==> config.mk <==
export PLATFORM = sky130hd
export DESIGN_NAME = i2s_master
export DESIGN_NICKNAME = d
export VERILOG_FILES = /design/src/rtl/i2s_master.sv
export SDC_FILE = /design/constraint.sdc
export NUM_CORES = 1
export LEC_CHECK = 0
export ABC_CLOCK_PERIOD_IN_PS = 4050
export BUFFER_PORTS_ARGS = -buffer_cell sky130_fd_sc_hd__buf_2
export CAP_MARGIN = 20
export CORE_AREA = 2 2 115 229
export CTS_CLUSTER_DIAMETER = 30
export DETAILED_ROUTE_END_ITERATION = 16
export DIE_AREA = 0 0 117 231
export PLACE_DENSITY = 0.75
export SYNTH_ARGS = -nofsm -noshare
export SYNTH_HDL_FRONTEND = slang
export SYNTH_SLANG_ARGS = --single-unit
export TNS_END_PERCENT = 5
==> constraint.sdc <==
create_clock -name mclk -period 4.05 [get_ports mclk]
set_clock_uncertainty 0.15 [all_clocks]
set_input_delay 0.2025 -clock mclk [delete_from_list [all_inputs] [get_ports mclk]]
set_output_delay 0.2025 -clock mclk [all_outputs]
set_load 0.05 [all_outputs]
==> src/rtl/i2s_master.sv <==
module i2s_master (
  input  logic        mclk,
  input  logic        rst_n,
  input  logic [1:0]  mclk_sel,
  input  logic        word32,
  input  logic        std_delay,
  input  logic        ws_invert,
  input  logic [31:0] tx_left,
  input  logic [31:0] tx_right,
  input  logic        tx_valid,
  output logic        tx_ready,
  output logic        bclk,
  output logic        ws,
  output logic        sd_out,
  input  logic        sd_in,
  output logic [31:0] rx_left,
  output logic [31:0] rx_right,
  output logic        rx_valid
);

  logic [3:0]  half, hcnt;
  logic [6:0]  wlen, last, slot, slot_n, pos_c, pos_n, bidx;
  logic        tick, fall, rise, ch;
  logic [31:0] cur_l, cur_r, pend_l, pend_r, acc_l, acc_r;
  logic        pend_full;

  always_comb begin
    case (mclk_sel)
      2'd0:    half = word32 ? 4'd3 : 4'd6;
      2'd1:    half = word32 ? 4'd4 : 4'd8;
      default: half = word32 ? 4'd6 : 4'd12;
    endcase
  end

  function automatic logic [6:0] pos_of(input logic [6:0] s, input logic dly, input logic [6:0] lst);
    pos_of = dly ? ((s == 7'd0) ? lst : s - 7'd1) : s;
  endfunction

  function automatic logic [31:0] fit(input logic [31:0] x, input logic w32);
    fit = w32 ? x : {16'h0000, x[15:0]};
  endfunction

  assign wlen   = word32 ? 7'd32 : 7'd16;
  assign last   = (wlen << 1) - 7'd1;
  assign tick   = (hcnt == half - 4'd1);
  assign fall   = tick & bclk;
  assign rise   = tick & ~bclk;
  assign slot_n = (slot >= last) ? 7'd0 : slot + 7'd1;
  assign pos_c  = pos_of(slot, std_delay, last);
  assign pos_n  = pos_of(slot_n, std_delay, last);
  assign ch     = (pos_c >= wlen);
  assign bidx   = (ch ? last : wlen - 7'd1) - pos_c;

  assign sd_out   = ch ? cur_r[bidx[4:0]] : cur_l[bidx[4:0]];
  assign ws       = (slot >= wlen) ^ ws_invert;
  assign tx_ready = ~pend_full;

  always_ff @(posedge mclk) begin
    if (!rst_n) begin
      hcnt      <= '0;
      bclk      <= 1'b0;
      slot      <= '0;
      cur_l     <= '0;
      cur_r     <= '0;
      pend_l    <= '0;
      pend_r    <= '0;
      pend_full <= 1'b0;
    end else begin
      hcnt <= tick ? 4'd0 : hcnt + 4'd1;
      if (tick) bclk <= ~bclk;
      if (fall) begin
        slot <= slot_n;
        if (pos_n == 7'd0 && pend_full) begin
          cur_l     <= pend_l;
          cur_r     <= pend_r;
          pend_full <= 1'b0;
        end
      end
      if (tx_valid && !pend_full) begin
        pend_l    <= tx_left;
        pend_r    <= tx_right;
        pend_full <= 1'b1;
      end
    end
  end

  always_ff @(posedge mclk) begin
    if (!rst_n) begin
      acc_l    <= '0;
      acc_r    <= '0;
      rx_left  <= '0;
      rx_right <= '0;
      rx_valid <= 1'b0;
    end else begin
      rx_valid <= 1'b0;
      if (rise) begin
        if (ch) acc_r <= {acc_r[30:0], sd_in};
        else    acc_l <= {acc_l[30:0], sd_in};
        if (pos_c == last) begin
          rx_left  <= fit(acc_l, word32);
          rx_right <= fit({acc_r[30:0], sd_in}, word32);
          rx_valid <= 1'b1;
        end
      end
    end
  end

  a_r5_ws_on_fall: assert property (@(posedge mclk) disable iff (!rst_n)
    !$fell(bclk) |-> $stable(ws));
  a_r5_sd_on_fall: assert property (@(posedge mclk) disable iff (!rst_n)
    !$fell(bclk) |-> $stable(sd_out));
  a_r6_valid_pulse: assert property (@(posedge mclk) disable iff (!rst_n)
    rx_valid |=> !rx_valid);
  a_r6_valid_on_rise: assert property (@(posedge mclk) disable iff (!rst_n)
    $rose(rx_valid) |-> $rose(bclk));
  a_r7_take_blocks: assert property (@(posedge mclk) disable iff (!rst_n)
    (tx_valid && tx_ready) |=> !tx_ready);

endmodule

# == Yosys cells after proc, flatten, opt, wreduce, memory -nomap -nowiden ==
# Index checks and enable logic that the tools add are counted.
# totals
reg_bits,269
latch_bits,0
ram_bits,0
mem_bits_ro,0
input_bits,73
output_inout_bits,69
elab_cells,73
n_memories,0
# classes
addsub,8
multipliers,0
div_mod_pow,0
n_lt_le_gt_ge,4
eq_ne,3
shift,0
n_mux,22
n_bitwise,7
n_reduce_logical,16
# op_table
operator,n
32-bit 2-to-1 mux,2
7-bit 2-to-1 mux,5
7-bit zero test,3
"7-bit by 1-bit subtractor with 7-bit output, second input constant",3
7-bit by 6-bit >= comparator with 1-bit output,2
2-bit AND reduction,6
1-bit binary-select mux with 5-bit select,2
4-bit 2-to-1 mux,2
4-bit one-hot mux with 2 select lines,1
"7-bit by 1-bit adder with 7-bit output, second input constant",1
7-bit == test,1
7-bit >= comparator,1
1-bit 2-to-1 mux,7
"5-bit by 6-bit < comparator with 1-bit output, second input constant",1
6-bit 2-to-1 mux,1
5-bit 2-to-1 mux,1
"5-bit by 1-bit subtractor with 5-bit output, second input constant",1
5-bit subtractor,1
"4-bit by 1-bit adder with 4-bit output, second input constant",1
4-bit == test,1
1-bit NOT,4
2-bit nonzero test,2
"4-bit by 1-bit subtractor with 4-bit output, second input constant",1
3-bit 2-to-1 mux,1
7 further kinds,9

# == Logic depth before layout (Yosys ltp) ==
# Gate-level depths: netlist of the first run.
# depth
depth_word,12
ltp_mapped,15
depth_no_buf,11

# == Worst setup path before layout of the first run ==
# Ideal clock, no wire load.
# synth_timing
path_kind,register to output
startpoint,reg slot[0]
endpoint,out sd_out
arrival_ns,3.597
required_ns,3.697
slack_ns,0.100
stages_incl_launch_ff,13
path_buffers,2
cell_sequence,dfxtp_1 > buf_2 > inv_1 > clkbuf_1 > ha_1 > or4b_1 > mux2_2 > o31ai_1 > ha_1 > a21oi_1 > nand2_1 > a41oi_2 > mux2i_1
# synth_between
elab_chain_len,9
elab_cells_between_ends,12
classes_between,add/sub: 2; order compare: 1; mux: 8; reduce/logical: 1
# synth_lines
item,line_no,source
start: declaration,22,"logic [6:0] wlen, last, slot, slot_n, pos_c, pos_n, bidx;"
start signal: assignment,72,slot <= slot_n;
7-bit by 1-bit subtractor with 7-bit output or 7-bit zero test (tied branches),36,pos_of = dly ? ((s == 7'd0) ? lst : s - 7'd1) : s;
7-bit 2-to-1 mux,36,
7-bit 2-to-1 mux *,36,
7-bit by 6-bit >= comparator with 1-bit output,51,assign ch = (pos_c >= wlen);
5-bit 2-to-1 mux,52,assign bidx = (ch ? last : wlen - 7'd1) - pos_c;
5-bit subtractor,52,
1-bit binary-select mux with 5-bit select,54,assign sd_out = ch ? cur_r[bidx[4:0]] : cur_l[bidx[4:0]];
1-bit 2-to-1 mux (implied by the code),54,
1-bit 2-to-1 mux *,54,
end: declaration,14,"output logic sd_out,"
# Mark *: on every way between the ends. The rest lies on a longest branch, timed or not. The select of a mux whose other input is x is not followed.

# == Final worst setup path of the first run ==
# layout_timing
startpoint,reg slot[1]
endpoint,out sd_out
# Same word-level chain as after synthesis.

==> results of run 1 <==
## cell type report
class | instances | area, µm² | area share [%]
Sequential cell | 269 | 5390 | 38.5
Timing Repair Buffer | 225 | 1560 | 11.2
Tap cell | 340 | 425 | 3.04
Clock buffer | 43 | 946 | 6.76
Inverter | 13 | 48.8 | 0.349
Multi-Input combinational cell | 833 | 5430 | 38.8
Clock inverter | 16 | 194 | 1.39
## worst paths after layout
check	start	end	slack [ns]	cells past startpoint
max	slot[1]	sd_out	0.18	11
min	rst_n	rx_right[17]	0.14	3
max reg2reg	slot[1]	acc_l[10]	0.58	13
min reg2reg	rx_left[27]	rx_left[27]	0.30	2
## power by group through the flow
stage / clock network, W / logic, W / registers [W]
after global placement: 0 / 0.000308 / 0.00277
after global routing: 0.00317 / 0.000409 / 0.00272
final: 0.00300 / 0.000372 / 0.00272
after floorplan: 0 / 0.000217 / 0.00277
after detailed placement: 0 / 0.000315 / 0.00277
after CTS: 0.00306 / 0.000366 / 0.00272
## state kept, by name, indices dropped and copies added, names as in the netlist, 4 cells and up
signal and count:
hcnt 4, acc_l 32, cur_l 32, rx_right 32
pend_l 32, acc_r 31, pend_r 32, slot 7
cur_r 32, rx_left 32
## repair_timing
action	CTS	global route
hold endpoints to repair	68	0
hold buffers	66	0
gates resized for setup	0	4
setup endpoints to repair	0	1
## per-layer routing
layer	track usage, %	share of wire [%]	vias up	wire length [µm]
met3	3.47	4.1	43	1050
met1	24.4	44	4117	11300
met5	0	0	-	0
met2	32.1	49	190	12500
met4	6.25	2.4	0	605
li1	-	-	4439	-
## Yosys cell counts, types with 2 or more instances
| cell | number |
|---|---|
| nor2_1 | 23 |
| or4_1 | 2 |
| a2111oi_0 | 3 |
| buf_2 | 18 |
| nor2b_1 | 68 |
| nor3_1 | 10 |
| nand4_1 | 5 |
| mux2_2 | 3 |
| o21a_1 | 3 |
| a21boi_0 | 67 |
| buf_4 | 5 |
| xnor2_1 | 8 |
| ha_1 | 9 |
| nand2_1 | 278 |
| a21oi_1 | 15 |
| a211oi_1 | 2 |
| nor4b_1 | 2 |
| dfxtp_1 | 269 |
| and3_1 | 2 |
| nor4_1 | 3 |
| o31ai_1 | 4 |
| a31oi_1 | 4 |
| and2_1 | 10 |
| or3_1 | 4 |
| inv_1 | 13 |
| o22ai_1 | 15 |
| xor2_1 | 5 |
| a211o_1 | 2 |
| nand2b_1 | 8 |
| mux2i_1 | 193 |
| o211a_1 | 2 |
| or3b_2 | 2 |
| nand3b_1 | 2 |
| clkbuf_1 | 56 |
| a22oi_1 | 5 |
| and3b_1 | 3 |
| buf_6 | 7 |
| nand3_1 | 41 |
| a2bb2oi_1 | 2 |
| or2_1 | 2 |
| o21ai_0 | 13 |
## logic make-up (layout without fill, tap and decap cells)
group           after synthesis  after routing  synth area share (%)
simple gates                468            468                  19.0
fa+ha+maj                     9              9                  1.00
flops                       269            269                  47.9
buf+inv                     100            297                  4.17
xor+xnor                     13             13                  1.01
compound gates              146            146                  9.21
mux                         197            197                  17.7
## tightest hold or removal path: cells and delay by family
family                 cells  cell delay, ns
buffers and inverters      1            0.29
and+or+nand+nor            1            0.17
muxes                      1            0.05
## through the flow
stage          power [W]  std cells  utilization [%]
6_report         0.00609       1739             55.0
5_1_grt          0.00630       1739             55.0
4_1_cts          0.00614       1738             54.9
3_5_place_dp     0.00309       1613             47.8
3_3_place_gp     0.00308       1613             47.8
2_1_floorplan    0.00298       1202                -
==> results.yml, run 1 <==
clock_network:
  path_clk_slew_ns: 0.06
  clk_latency_ns: 0.50
  postCtsSetupRepairBufs: 0
  cts_sinks: 269
  numCtsBuffers: 34
  cts_tree: "done"
  cts-root-buf: "clkbuf_16"
  htreeDepth: 2
  ctsLongestPathBuffers: 3
global_route:
  grt_max_degree: 162
  grt_usage_pct: 19.1
  grt_pass1_vias: 8653
  grt_overflow: 0
  antenna_found_initial: 0
  grt_pass1_wl_um: 41900
layout:
  final_nets: 1458
  most-common-layout-cells: "nand2_1 (276), dfxtp_1 (269), mux2i_1 (193)"
  drive_above_1_share_pct: 16.4
  antenna_cells: 0
  final_common_cell: "nand2_1"
  fillerInstances: 2186
  postLayoutCellArea_um2: 14000
  areaGrowthSynthToFinish_pct: 24.4
pwr:
  power_density_nw_per_um2: 435
  ir_drop_uv: 363
  pwr-share-clk_pct: 49.3
  combPwrFrac_pct: 6.1
  p_int_w: 0.00471
  p_sw_share_pct: 22.5
  switchingPower_w: 0.00137
  p_leak_nw: 5.90
  seqPwrFrac_pct: 44.6
sta:
  fin_ws_ns: 0.175
  rsz0062_at_grt: "no"
  hold_viol: 0
  final_max_slew_viol_count: 0
  clock.fmax_mhz: 258
  tightestPinTransition_ns: 1.11
  setup_viol: 0
  finalSetupTns_ns: 0
  worst_hold_slack_ns: 0.137
  period_share_pct: 95.7
  slew_headroom_pct: 26.3
  finalCriticalPeriod_ns: 3.87
run_status:
  outcome: "finished clean"
floorplan:
  ios: 142
  die_area_um2: 27000
  rows: 83
  core_area_um2: 25400
  start_util_pct: 44.2
  fp.dieH_um: 231
  die_w_um: 117
critical_path:
  endpoint_kind: "output pin"
  critPathSlowestCell: "or4b_1"
  crit_chain: "inv_1 -> ha_2 -> or4b_1 -> mux2_2 -> o31ai_1 -> ha_1 -> a21oi_1 -> nand2_1 -> a41oi_2 -> mux2i_1 -> buf_4"
  cp.arrival_ns: 3.52
  critical_path.top_delay_family: "compound AO/OA/AOI/OAI gates"
  slowest_delay_ns: 0.50
  cp-start-kind: "flop"
  critical_path_peak_fanout: 5
  crit_type: "flop to output pin"
  crit_buf_inv: 2
  cp.required_ns: 3.70
logic_synthesis:
  yosysTopAreaCell: "dfxtp_1"
  ys_ff_latch: 269
  synth_seq_area_share_pct: 47.9
  synth_top_cell_area_share_pct: 47.9
  synth_flop_cell: "dfxtp_1"
  synth.distinct_cells: 55
  syn_inst: 1202
  ys_warn_count: 0
  syn_nets: 1284
  yosys-top-cells-area: "dfxtp_1 (48%), mux2i_1 (17%), nand2_1 (9.3%)"
  synthArstFlopShare_pct: 0
  netlist_area_um2: 11200
  synth_edf_count: 0
  synth.avg_cell_area_um2: 9.36
routing:
  num_vias: 8789
  drc: 0
  finalWirelength_um: 25500
  initialDrtViolationCount: 442
  ant_nets: 0
  wl_per_cell_um: 14.6
  viasPerCell: 5.05
  first_pass_iters: 6
placed_design:
  placed_area_um2: 12200
  io_buffers: 141
  post-place-ws_ns: 0.582
  dp.final_hpwl_um: 16200
  place.gp.congestion: 0.906
min_path:
  hold_path.class: "input pin to flop"
flow_run:
  cap_violations: 0
Power figures use the tool's default switching activity.
==> run 2, diff against run 1 <==
--- a/config.mk
+++ b/config.mk
@@ -12,6 +12,7 @@
 export CTS_CLUSTER_DIAMETER = 30
 export DETAILED_ROUTE_END_ITERATION = 16
 export DIE_AREA = 0 0 117 231
+export GPL_TIMING_DRIVEN = 0
 export PLACE_DENSITY = 0.75
 export SYNTH_ARGS = -nofsm -noshare
 export SYNTH_HDL_FRONTEND = slang
==> run 2 against run 1 <==
Effect of this change:
- global-route usage grew 1.7 points
- die area stayed put
- hold slack better by 0.16 ns
- largest cell class unchanged
- largest power group unchanged
- fmax is 1.1% lower
- setup slack worse by 0.042 ns
- total power grew 3.6%
- clock-buffer cell count shrank 1
- highest routed layer unchanged
- flip-flop and latch count is the same
==> results.yml, run 2 (synthesized netlist as in run 1, its figures left out) <==
clock_network:
  ctsLongestPathBuffers: 3
  path_clk_slew_ns: 0.06
  htreeDepth: 2
  cts_tree: "done"
  numCtsBuffers: 37
  clk_latency_ns: 0.53
  cts_sinks: 269
  cts-root-buf: "clkbuf_16"
floorplan:
  die_area_um2: 27000
  fp.dieH_um: 231
  die_w_um: 117
  start_util_pct: 44.2
  core_area_um2: 25400
  ios: 142
  rows: 83
global_route:
  grt_pass1_vias: 9419
  grt_usage_pct: 20.8
  grt_max_degree: 18
  grt_pass1_wl_um: 45500
  grt_overflow: 0
  antenna_found_initial: 0
placed_design:
  dp.final_hpwl_um: 19600
  post-place-ws_ns: -0.629
  place.gp.congestion: 0.869
  placed_area_um2: 12400
  io_buffers: 139
pwr:
  seqPwrFrac_pct: 43.1
  p_leak_nw: 6.10
  combPwrFrac_pct: 6.3
  power_w: 0.00630
  p_int_w: 0.00478
  pwr-share-clk_pct: 50.6
  p_sw_share_pct: 24.2
  switchingPower_w: 0.00153
  power_density_nw_per_um2: 439
  ir_drop_uv: 331
layout:
  final_nets: 1529
  utilization_pct: 56.4
  areaGrowthSynthToFinish_pct: 27.6
  most-common-layout-cells: "nand2_1 (278), dfxtp_1 (269), mux2i_1 (192)"
  drive_above_1_share_pct: 17.2
  antenna_cells: 0
  postLayoutCellArea_um2: 14400
  final_common_cell: "nand2_1"
critical_path:
  crit_type: "flop to output pin"
  cp.arrival_ns: 3.56
  critical_path.top_delay_family: "multiplexers"
  slowest_delay_ns: 0.47
  cp.required_ns: 3.70
  critPathSlowestCell: "or4b_1"
  endpoint_kind: "output pin"
  crit_buf_inv: 3
  critical_path_peak_fanout: 10
  cp-start-kind: "flop"
  crit_chain: "clkbuf_4 -> clkinvlp_4 -> ha_4 -> or4b_1 -> mux2_2 -> o31ai_2 -> ha_1 -> a21oi_1 -> nand2_1 -> a41oi_4 -> mux2i_2 -> buf_6"
sta:
  slew_headroom_pct: 35.1
  tightestPinTransition_ns: 0.973
  clock.fmax_mhz: 255
  finalCriticalPeriod_ns: 3.92
  hold_viol: 0
  fin_ws_ns: 0.133
  period_share_pct: 96.7
  final_max_slew_viol_count: 0
  setup_viol: 0
run_status:
  outcome: "finished clean"
routing:
  wl_per_cell_um: 15.3
  ant_nets: 0
  num_vias: 9210
  first_pass_iters: 5
  drc: 0
  finalWirelength_um: 27700
  initialDrtViolationCount: 390
  viasPerCell: 5.07
min_path:
  hold_path.class: "input pin to flop"
flow_run:
  cap_violations: 0
## run 2: cell count changes in the layout (fill, tap and decap cells not counted), sizes merged
cell,delta
buf,+14
dlygate4sd3,+1
bufinv,-1
inv,+9
clkbuf,+52
clkinvlp,-4
clkinv,+5
## run 2: tightest hold or removal path: stages
cell      delay (ns)
clkbuf_1        0.23
clkbuf_1        0.30
nand2_1         0.13
mux2i_1         0.05
## run 2: worst paths after layout
path | end | slack (ns) | startpoint | cells after the start
min | rx_left[27] | 0.29 | rst_n | 4
min reg2reg | rx_left[15] | 0.30 | rx_left[15] | 2
max | sd_out | 0.13 | slot[0] | 12
max reg2reg | acc_l[11] | 0.31 | slot[0] | 15
## run 2: stage by stage
step | TNS (ns) | hold WS [ns] | cells
2_1_floorplan | 0 | 0.190 | 1202
3_3_place_gp | -36.63 | 0.294 | 1681
3_5_place_dp | -39.49 | 0.298 | 1681
4_1_cts | -0.0319 | 0.294 | 1813
5_1_grt | -0.0268 | 0.313 | 1815
6_report | 0 | 0.295 | 1815
## run 2: layout make-up
cell class,instances,area [µm²]
timing repair buffer,210,1400
buffer,83,410
clock inverter,25,259
multi-input combinational,833,5440
clock buffer,42,975
sequential,269,5390
tap,340,425
inverter,13,55.1
fill,2213,11100
## run 2: power groups by stage
stage	clock network (W)	logic [W]	registers [W]
4_1_cts	0.00326	0.000390	0.00272
2_1_floorplan	0	0.000217	0.00277
5_1_grt	0.00337	0.000436	0.00272
6_report	0.00319	0.000395	0.00272
3_3_place_gp	0	0.000320	0.00277
3_5_place_dp	0	0.000329	0.00277
## run 2: what timing repair did
| item | 4_1_cts | 5_1_grt |
|---|---|---|
| pin swaps | 0 | 1 |
| endpoints found under the setup margin | 126 | 50 |
| endpoints found under the hold margin | 70 | 0 |
| buffers inserted | 2 | 2 |
| hold buffers | 67 | 0 |
| resized for setup | 10 | 7 |
## run 2: layer usage
metal | part of all wire (%) | track usage, % | vias to the layer above | routed length, µm
met5 | 0 | 0 | - | 0
met4 | 3.3 | 7.79 | 0 | 905
met3 | 4.0 | 3.57 | 66 | 1100
met2 | 50 | 35.9 | 218 | 13900
met1 | 43 | 25.3 | 4332 | 11900
li1 | - | - | 4594 | -
==> run 3, diff against run 2 <==
--- a/config.mk
+++ b/config.mk
@@ -8,12 +8,14 @@
 export ABC_CLOCK_PERIOD_IN_PS = 4050
 export BUFFER_PORTS_ARGS = -buffer_cell sky130_fd_sc_hd__buf_2
 export CAP_MARGIN = 20
-export CORE_AREA = 2 2 115 229
+export CELL_PAD_IN_SITES_DETAIL_PLACEMENT = 0
+export CELL_PAD_IN_SITES_GLOBAL_PLACEMENT = 1
+export CORE_AREA = 2 2 117 232
 export CTS_CLUSTER_DIAMETER = 30
 export DETAILED_ROUTE_END_ITERATION = 16
-export DIE_AREA = 0 0 117 231
+export DIE_AREA = 0 0 119 234
 export GPL_TIMING_DRIVEN = 0
-export PLACE_DENSITY = 0.75
+export PLACE_DENSITY = 0.88
 export SYNTH_ARGS = -nofsm -noshare
 export SYNTH_HDL_FRONTEND = slang
 export SYNTH_SLANG_ARGS = --single-unit
==> run 3 against run 2 <==
Effect of this change:
- combinational power hardly changed
- hold slack better by 0.0098 ns
- clock-buffer cell count down 2
- sequential power about the same
- register-to-register slack gained 0.06 ns
- fmax up 0.56%
- highest routed layer unchanged
==> results.yml, run 3 (synthesized netlist as in run 1, its figures left out) <==
routing:
  wl_per_cell_um: 16.2
  finalWirelength_um: 29400
  initialDrtViolationCount: 368
  first_pass_iters: 4
  viasPerCell: 5.05
  drc: 0
  num_vias: 9174
  ant_nets: 0
sta:
  rsz0062_at_grt: "no"
  clock.fmax_mhz: 257
  tightestPinTransition_ns: 0.890
  worst_hold_slack_ns: 0.305
  finalSetupTns_ns: 0
  slew_headroom_pct: 40.2
  setup_viol: 0
  finalCriticalPeriod_ns: 3.89
  period_share_pct: 96.2
  hold_viol: 0
  final_max_slew_viol_count: 0
critical_path:
  critPathSlowestCell: "or4b_1"
  crit_chain: "buf_4 -> inv_2 -> ha_4 -> or4b_1 -> mux2_2 -> o31ai_1 -> ha_1 -> a21oi_1 -> nand2_1 -> a41oi_2 -> mux2i_1 -> buf_4"
  cp-start-kind: "flop"
  cp.required_ns: 3.70
  crit_type: "flop to output pin"
  crit_top_cell: "buf_4"
  endpoint_kind: "output pin"
  slowest_delay_ns: 0.48
  cp.arrival_ns: 3.54
  critical_path_peak_fanout: 17
  critical_path.top_delay_family: "simple AND/OR/NAND/NOR gates"
  crit_buf_inv: 3
clock_network:
  cts_sinks: 269
  cts_tree: "done"
  numCtsBuffers: 37
  ctsLongestPathBuffers: 3
  clk_latency_ns: 0.52
  path_clk_slew_ns: 0.06
  cts-root-buf: "clkbuf_16"
  htreeDepth: 2
layout:
  finalNonFillerCells: 1816
  most-common-layout-cells: "nand2_1 (278), dfxtp_1 (269), mux2i_1 (193)"
  postLayoutCellArea_um2: 14400
  drive_above_1_share_pct: 17.1
  final_common_cell: "nand2_1"
  final_nets: 1528
  areaGrowthSynthToFinish_pct: 27.7
global_route:
  grt_overflow: 0
  grt_usage_pct: 20.9
  antenna_found_initial: 1
  grt_max_degree: 18
  grt_pass1_vias: 9456
  grt_pass1_wl_um: 46600
floorplan:
  die_area_um2: 27800
  core_area_um2: 26200
  rows: 84
  die_w_um: 119
  start_util_pct: 43.0
  ios: 142
  fp.dieH_um: 234
placed_design:
  place.gp.congestion: 0.862
  placed_area_um2: 12400
  io_buffers: 139
  dp_cells: 1685
  dp.final_hpwl_um: 21700
pwr:
  power_w: 0.00637
  ir_drop_uv: 319
  seqPwrFrac_pct: 42.6
  combPwrFrac_pct: 6.2
  p_leak_nw: 6.09
  p_int_w: 0.00481
  p_sw_share_pct: 24.6
  pwr-share-clk_pct: 51.2
  switchingPower_w: 0.00157
  power_density_nw_per_um2: 444
min_path:
  hold_path.class: "flop to flop"
run_status:
  outcome: "finished clean"
flow_run:
  cap_violations: 0
run 3: power groups by stage:
stage	Combinational, W	Clock (W)	Sequential [W]
after global placement	0.000334	0	0.00277
after detailed placement	0.000339	0	0.00278
after floorplan	0.000217	0	0.00277
after global routing	0.000431	0.00344	0.00272
after CTS	0.000393	0.00333	0.00272
final	0.000393	0.00326	0.00272
run 3: worst register-to-register path, cell delays in order (launching register included):
cell and delay (ns):
dfxtp_1 0.31, buf_4 0.19, inv_2 0.13, ha_4 0.18, or4b_1 0.48, mux2_2 0.30, o31ai_1 0.21, ha_1 0.21
nand4_1 0.09, nor4_1 0.49, buf_2 0.37, buf_4 0.28, mux2i_1 0.21
run 3: layout make-up:
type                            count  area (µm²)
Antenna cell                        1        2.50
Buffer                             82         404
Clock buffer                       40         947
Clock inverter                     24         308
Fill cell                        2355       11800
Inverter                           13        52.6
Multi-Input combinational cell    833        5430
Sequential cell                   269        5390
Tap cell                          344         430
Timing Repair Buffer              210        1400
run 3: metrics by stage:
stage / util (%) / setup slack, ns
2_1_floorplan: - / 0.100
3_3_place_gp: 47.3 / -0.446
3_5_place_dp: 47.3 / -0.477
4_1_cts: 54.8 / 0.0249
5_1_grt: 54.9 / 0.0405
6_report: 54.9 / 0.155
run 3: metal layers:
| layer | vias up | GRT usage [%] | part of all wire, % |
|---|---|---|---|
| li1 | 4586 | - | - |
| met1 | 4311 | 19.3 | 35 |
| met2 | 204 | 42.9 | 57 |
| met3 | 73 | 3.53 | 4.1 |
| met4 | 0 | 10.3 | 4.4 |
| met5 | - | 0 | 0 |
run 3: path summary, 6_finish.rpt:
| check | from | endpoint | slack [ns] | cells after the start |
|---|---|---|---|---|
| min | rx_right[27] | rx_right[27] | 0.30 | 2 |
| min reg2reg | rx_right[27] | rx_right[27] | 0.30 | 2 |
| max reg2reg | slot[1] | rx_left[26] | 0.37 | 12 |
| max | slot[1] | sd_out | 0.16 | 12 |
run 3: repair_timing:
item                                    CTS  global route
hold buffers                             67             0
resized for setup                         7             8
pin swaps                                 1             0
buffers inserted                          4             0
hold endpoints to repair                 70             0
endpoints found under the setup margin   96             1
cloned                                    0             0
